<file path="src/rtl/lockout_pkg.sv">
package lockout_pkg;

  // Width needed to hold the blanking count itself (value BLANK_CYCLES).
  function automatic int unsigned cnt_bits(input int unsigned n);
    if (n < 1) return 1;
    return $clog2(n + 1);
  endfunction

endpackage

</file>
<file path="src/rtl/lockout_sync.sv">
module lockout_sync #(
  parameter int unsigned STAGES = 2
) (
  input  logic clk,
  input  logic d_async,
  output logic q_sync
);

  logic [STAGES-1:0] chain;

  // The chain is never reset, so reset can load a valid level from it.
  for (genvar i = 0; i < STAGES; i++) begin : g_stage
    if (i == 0) begin : g_first
      always_ff @(posedge clk) chain[0] <= d_async;
    end else begin : g_rest
      always_ff @(posedge clk) chain[i] <= chain[i-1];
    end
  end

  assign q_sync = chain[STAGES-1];

endmodule

</file>
<file path="src/rtl/lockout_timer.sv">
module lockout_timer #(
  parameter int unsigned BLANK_CYCLES = 20,
  parameter int unsigned CW           = 5
) (
  input  logic          clk,
  input  logic          rst,
  input  logic          load,
  output logic [CW-1:0] cnt,
  output logic          armed
);

  localparam logic [CW-1:0] LOAD_VAL = CW'(BLANK_CYCLES);

  always_ff @(posedge clk) begin
    if (rst)             cnt <= '0;
    else if (load)       cnt <= LOAD_VAL;
    else if (cnt != '0)  cnt <= cnt - CW'(1);
  end

  assign armed = (cnt == '0);

endmodule

</file>
<file path="src/rtl/lockout_hold.sv">
module lockout_hold (
  input  logic clk,
  input  logic rst,
  input  logic lvl,
  input  logic armed,
  output logic take,
  output logic dout
);

  // The held level is the delayed copy; the XOR flags either edge polarity.
  // It also covers a change that happened during blanking.
  assign take = armed & (lvl ^ dout);

  always_ff @(posedge clk) begin
    if (rst)       dout <= lvl;
    else if (take) dout <= lvl;
  end

endmodule

</file>
<file path="src/rtl/edge_lockout_deglitch.sv">
module edge_lockout_deglitch #(
  parameter int unsigned SYNC_STAGES  = 2,
  parameter int unsigned BLANK_CYCLES = 20
) (
  input  logic clk,
  input  logic rst,
  input  logic din_async,
  output logic dout
);

  localparam int unsigned CW = lockout_pkg::cnt_bits(BLANK_CYCLES);

  logic          sync_lvl;
  logic          armed;
  logic          take;
  logic [CW-1:0] blank_cnt;

  lockout_sync #(.STAGES(SYNC_STAGES)) u_sync (
    .clk     (clk),
    .d_async (din_async),
    .q_sync  (sync_lvl)
  );

  lockout_timer #(.BLANK_CYCLES(BLANK_CYCLES), .CW(CW)) u_timer (
    .clk   (clk),
    .rst   (rst),
    .load  (take),
    .cnt   (blank_cnt),
    .armed (armed)
  );

  lockout_hold u_hold (
    .clk   (clk),
    .rst   (rst),
    .lvl   (sync_lvl),
    .armed (armed),
    .take  (take),
    .dout  (dout)
  );

endmodule

</file>
<file path="config.mk">
export PLATFORM = sky130hd
export DESIGN_NAME = edge_lockout_deglitch
export DESIGN_NICKNAME = d
export VERILOG_FILES = /design/src/rtl/lockout_pkg.sv /design/src/rtl/lockout_sync.sv /design/src/rtl/lockout_timer.sv /design/src/rtl/lockout_hold.sv /design/src/rtl/edge_lockout_deglitch.sv
export SDC_FILE = /design/constraint.sdc
export NUM_CORES = 1
export LEC_CHECK = 0
export BUFFER_PORTS_ARGS = -buffer_cell sky130_fd_sc_hd__clkbuf_2
export CELL_PAD_IN_SITES_DETAIL_PLACEMENT = 1
export CELL_PAD_IN_SITES_GLOBAL_PLACEMENT = 1
export CORE_AREA = 2 2 39 41
export CTS_BUF_LIST = sky130_fd_sc_hd__clkbuf_2 sky130_fd_sc_hd__clkbuf_4 sky130_fd_sc_hd__clkbuf_8
export DETAILED_ROUTE_END_ITERATION = 10
export DIE_AREA = 0 0 41 43
export PLACE_DENSITY = 0.53
export SYNTH_ARGS = -nofsm -noshare
export SYNTH_HDL_FRONTEND = slang
export SYNTH_SLANG_ARGS = --single-unit
export TNS_END_PERCENT = 20
</file>
<file path="constraint.sdc">
create_clock -name clk -period 1.5 [get_ports clk]
set_input_delay 0.3 -clock clk [delete_from_list [all_inputs] [get_ports clk]]
set_output_delay 0.3 -clock clk [all_outputs]
set_load 0.01 [all_outputs]
</file>
# Word-level counts from Yosys, hierarchy flattened
# Cells that the tools add are included.
totals:
  out_inout_bits: 1
  reg_bits: 8
  elab_cells: 17
  in_bits: 3
op_classes:
  n_bitwise: 2
  reduce_logical: 5
  add_sub_neg: 1
  mux: 4
ops:
  columns: ["op", "count"]
  rows:
  - ["$mux W5", 2]
  - ["$logic_not A5 Y1", 1]
  - ["$reduce_bool A5 Y1", 1]
  - ["$sub A5 B1 Y5 const B", 1]
  - ["$reduce_bool A2 Y1", 2]
  - ["$mux W1", 2]
  - ["$reduce_or A2 Y1", 1]
  - ["$and A1 B1 Y1", 1]
  - ["$xor A1 B1 Y1", 1]

# Logic depth before layout (Yosys ltp)
logic_depth:
  ltp_word: 4
  ltp_mapped: 5
  depth_no_buf: 5

# By module
# Synthesis repeated with hierarchy kept, for this count alone.
hier_totals:
  hier_cells: 29
  area_unflattened_um2: 330.3
by_module_without_submodules:
  columns: ["module", "seq_area_each_um2", "area_each_um2", "cells_per_inst", "instances"]
  rows:
  - ["lockout_timer", 100.1, 237.7, 23, 1]
  - ["lockout_hold", 30.0, 52.6, 4, 1]
  - ["lockout_sync", 40.0, 40.0, 2, 1]

# Worst setup path after synthesis
# No wires, ideal clock.
synth_timing:
  path_kind: "register to register"
  start: "reg u_timer.cnt[0]"
  end: "reg u_hold.dout, enable pin"
  period_less_slack_ns: 1.263
  path_stages_with_launch: 6
  path_buffers: 0
  arrival_time_ns: 0.970
  setup_ns: 0.293
  required_ns: 1.207
  path_slack_ns: 0.237
  path_cell_list: "dfxtp_1 inv_1 ha_1 nor4b_4 nand2b_1 nand2b_1"
synth_between:
  elab_chain_cells: 3
synth_lines:
  columns: ["item", "line_no", "rtl"]
  rows:
  - ["start, declared", "lockout_timer.sv:8", "output logic [CW-1:0] cnt,"]
  - ["start signal, assigned", "lockout_timer.sv:17", "else if (cnt != '0) cnt <= cnt - CW'(1);"]
  - ["$logic_not A5 Y1", "lockout_timer.sv:20", "assign armed = (cnt == '0);"]
  - ["$and A1 B1 Y1", "lockout_hold.sv:12", "assign take = armed & (lvl ^ dout);"]
  - ["$reduce_bool A2 Y1 (no source line)", null, null]
  - ["end signal, assigned", "lockout_hold.sv:15", "if (rst) dout <= lvl;"]
  - ["end signal, assigned", "lockout_hold.sv:16", "else if (take) dout <= lvl;"]
  - ["end, declared", "lockout_hold.sv:7", "output logic dout"]
# Every way passes these cells.
# A chain may end at the register's enable or synchronous reset.

# Worst setup path in the final report
layout_timing:
  start: "reg u_timer.cnt[0]"
  end: "reg u_timer.cnt[0]"
layout_between:
  elab_chain_cells: 3
  word_cells_on_any_way: 5
  cone_classes: "add/sub: 1; bitwise: 1; reduce/logical: 3"
layout_lines:
  columns: ["item"]
  rows:
  - ["parallel branches: the longest is 3 deep, another holds $sub A5 B1 Y5"]
# Parallel ways; which one is timed is not known.

==> metrics.md <==
| Metric | Value |
|---|---|
| Seq pwr share | roughly two fifths |
| Post-synth top area share | between 40% and 50% |
| Max-slew violations | 0 |
| Status | completed |
| Via density per instance | about 4.3 |
| Maximum fanout along the worst path | 4 |
| Share of post-route cells with drive strength above 1 | between 30 and 40% |
| Antenna Cells | 0 |
| Sw Ratio | 32.3% |
| P_int | just over 0.0006 W |
| Via count | between 200 and 250 |
| Area delta synth->final | 25.0% |
| Ys Warns | 0 |
| Post-synth EDFFs | 1 |
| H-tree depth | 1 |
| Clock sinks | 8 |
| Crit path DAT | 1.54 ns |
| Switching power | about 0.0003 W |
| Max Clk Rate | between 700 and 800 MHz |
| Deepest clock path buffer count | 2 |
| Final wirelength | ~560 um |
| Vias in the first global route | approximately 240 |
| Complex-gate fraction of the synthesized area | approximately 10% |
| Port-buffer cells | 3 |
| Count of state elements after synthesis | 8 |
| Setup Viol. Count Final | 0 |
| First-pass DRT Iterations | 3 |
| HPWL Detailed | ~430 um |
| Leakage | about 0.17 nW |
| Worst min path class | in2reg |
| Final ANT Viol Nets | 0 |
| Die Wd | just over 40 um |
| Clk_skew | approximately 0.0032 ns |
| Fin crit share | approximately 90% |
| TritonCTS Buffers | 3 |
| Critical Path RT | 1.68 ns |
| Setup TNS Final | 0 ns |
| Core Box Area | ~1400 sq um |
| Post-synthesis cell count | 31 |
| DRC Markers | 0 |
| Worst-path clk slew | around 0.060 ns |
| GRT overflow | 0 |
| Fraction of synthesized area in multiplexers | 0% |
| Synthesized area | 325 sq um |
| Synth Area in Adders | 3.85% |
| Critical path class | reg2reg |
| Pre-CTS WS | 0.0801 ns |
| Die area | around 1800 sq um |
| RSZ-0062 raised after global routing | no |
| Largest net degree at the start of global routing | 7 |
| Std cell rows | 14 |
| DR top layer | met3 |
| Gr usage total | under 10% |
| DR WL met2 | around 290 um |
| Synth top area cells | dfxtp_1 43%, edfxtp_1 9.2%, nand2b_1 7.7% |
| Final worst slack | between 0.1 and 0.15 ns |
| Maxcap violations | 0 |
| Routed WL per cell | between 9 and 10 um |
| Post-synth top area cell | dfxtp_1 |
| Starting Density | 23.5% |
| Initial antenna violation count | 0 |
| Rel. slew slack | between 70% and 80% |
| WL met3 | between 15 and 20 um |
| Syn_area_per_cell | about 10 sq um |
| Post-Synth XOR/XNOR Area | 5.38% |
| Largest family of logic cells by synthesized area | simple AND/OR/NAND/NOR gates |
| Sequential share of the synthesized area | between 50 and 60% |
| Crit end category | register |
| Startpoint Class | register |
| Placed Instances | between 50 and 60 |
| First-pass GRT wire length | slightly below 1000 um |
| Finished Core Util | slightly below 30% |
| Simple-Gate Fraction of Synth Area | 26.2% |
| Peak VDD IR | just under 0.0008 V |
| Clock Power Share | 22.2% |
| Pwr Density | about 2200 nW/um^2 |
| Skew-Pair Late Insertion Delay | roughly 0.26 ns |
| Async set-reset flop share out of synthesis | 0% |
| Clock Root Buffer | clkbuf_4 |
| Most used flip-flop cell after synthesis | dfxtp_1 |
| Top-count cell post-synth | dfxtp_1 |
| Routability Congestion | between 0.7 and 0.8 |
| Crit path time final | roughly 1.4 ns |
| TritonCTS clock tree | built |
| Worst slew pin tran | about 0.30 ns |
| Synth cell types | 14 |
| Nets | 45 |
| Synth top cells by count | 7 x dfxtp_1, 4 x a21oi_1, 4 x nand2b_1 |
| Io pins | 4 |
| Die H | 43 um |
| Final non-filler cell total | 56 |
| Syn_nets | 35 |
| WL met1 | between 200 and 300 um |
| Logic pwr share | about two fifths |
| First DRT Iteration DRCs | 2 |
| Final Hold Vio Count | 0 |
-- layer usage --
layer	track usage (%)	vias up
li1	-	124
met1	9.12	114
met2	12.2	2
met3	2.09	0
met4	6.00	0
met5	0	-
-- cells by family (layout without fill, tap and decap cells) --
kind of cell | after synthesis | count (layout)
buffers and inverters | 2 | 11
xor gates and xnor gates | 2 | 2
and+or+nand+nor | 12 | 12
DFF | 8 | 8
adders and majority gates | 1 | 1
AOI/OAI and AO/OA | 6 | 6
-- critical path: stages, from the launching register on --
cell,delay [ns]
dfxtp_2,0.35
inv_1,0.05
ha_1,0.21
nor4b_4,0.15
buf_4,0.15
or2_2,0.26
a21oi_1,0.13
-- power by group through the flow --
stage | Combinational, W | Clock, W | Sequential [W]
2_1_floorplan | 0.000264 | 0 | 0.000339
3_3_place_gp | 0.000322 | 0 | 0.000347
3_5_place_dp | 0.000331 | 0 | 0.000348
4_1_cts | 0.000333 | 0.000211 | 0.000343
5_1_grt | 0.000399 | 0.000221 | 0.000356
6_report | 0.000357 | 0.000201 | 0.000345
-- repair_timing --
item,4_1_cts,5_1_grt
setup buffers,0,1
hold buffers,0,0
endpoints found under the setup margin,0,1
resized for setup,0,1
-- final timing paths --
path	cells past startpoint	endpoint	startpoint	slack, ns
max	6	u_timer.cnt[0]$_SDFFE_PP0P_	u_timer.cnt[0]$_SDFFE_PP0P_	0.15
max reg2reg	6	u_timer.cnt[0]$_SDFFE_PP0P_	u_timer.cnt[0]$_SDFFE_PP0P_	0.15
min reg2reg	0	u_sync.q_sync$_DFF_P_	u_sync.chain[0]$_DFF_P_	0.33
min	1	u_sync.chain[0]$_DFF_P_	din_async	0.14
-- flip-flops by register name (all words and copies together), names as in the netlist --
name / count
u_timer.cnt: 5
u_hold.dout: 1
u_sync.chain: 1
u_sync.q_sync: 1
-- stage by stage --
stage	total power, W	cell area, sq um	hold WS, ns
2_1_floorplan	0.000603	325	0.310
3_3_place_gp	0.000670	368	0.312
3_5_place_dp	0.000679	368	0.316
4_1_cts	0.000887	398	0.132
5_1_grt	0.000976	407	0.136
6_report	0.000904	407	0.141
-- placed cells by master (no fill, tap or decap), types with 2 or more instances in the layout --
cell type	instances
inv_1	2
a21oi_1	4
xnor2_1	2
dfxtp_1	6
nor3_1	2
clkbuf_2	3
or2_2	2
nand3_1	2
clkbuf_4	4
nand2b_1	4
buf_4	2
-- final cells by class --
| cell class | count | area, sq um |
|---|---|---|
| well taps | 16 | 20.0 |
| repair buffers | 5 | 30.0 |
| flip-flops and latches | 8 | 171 |
| fillers | 168 | 977 |
| clock buffers | 4 | 30.0 |
| inverters | 2 | 7.51 |
| multi-input cells | 21 | 148 |
(Power assumes the default switching activity.)
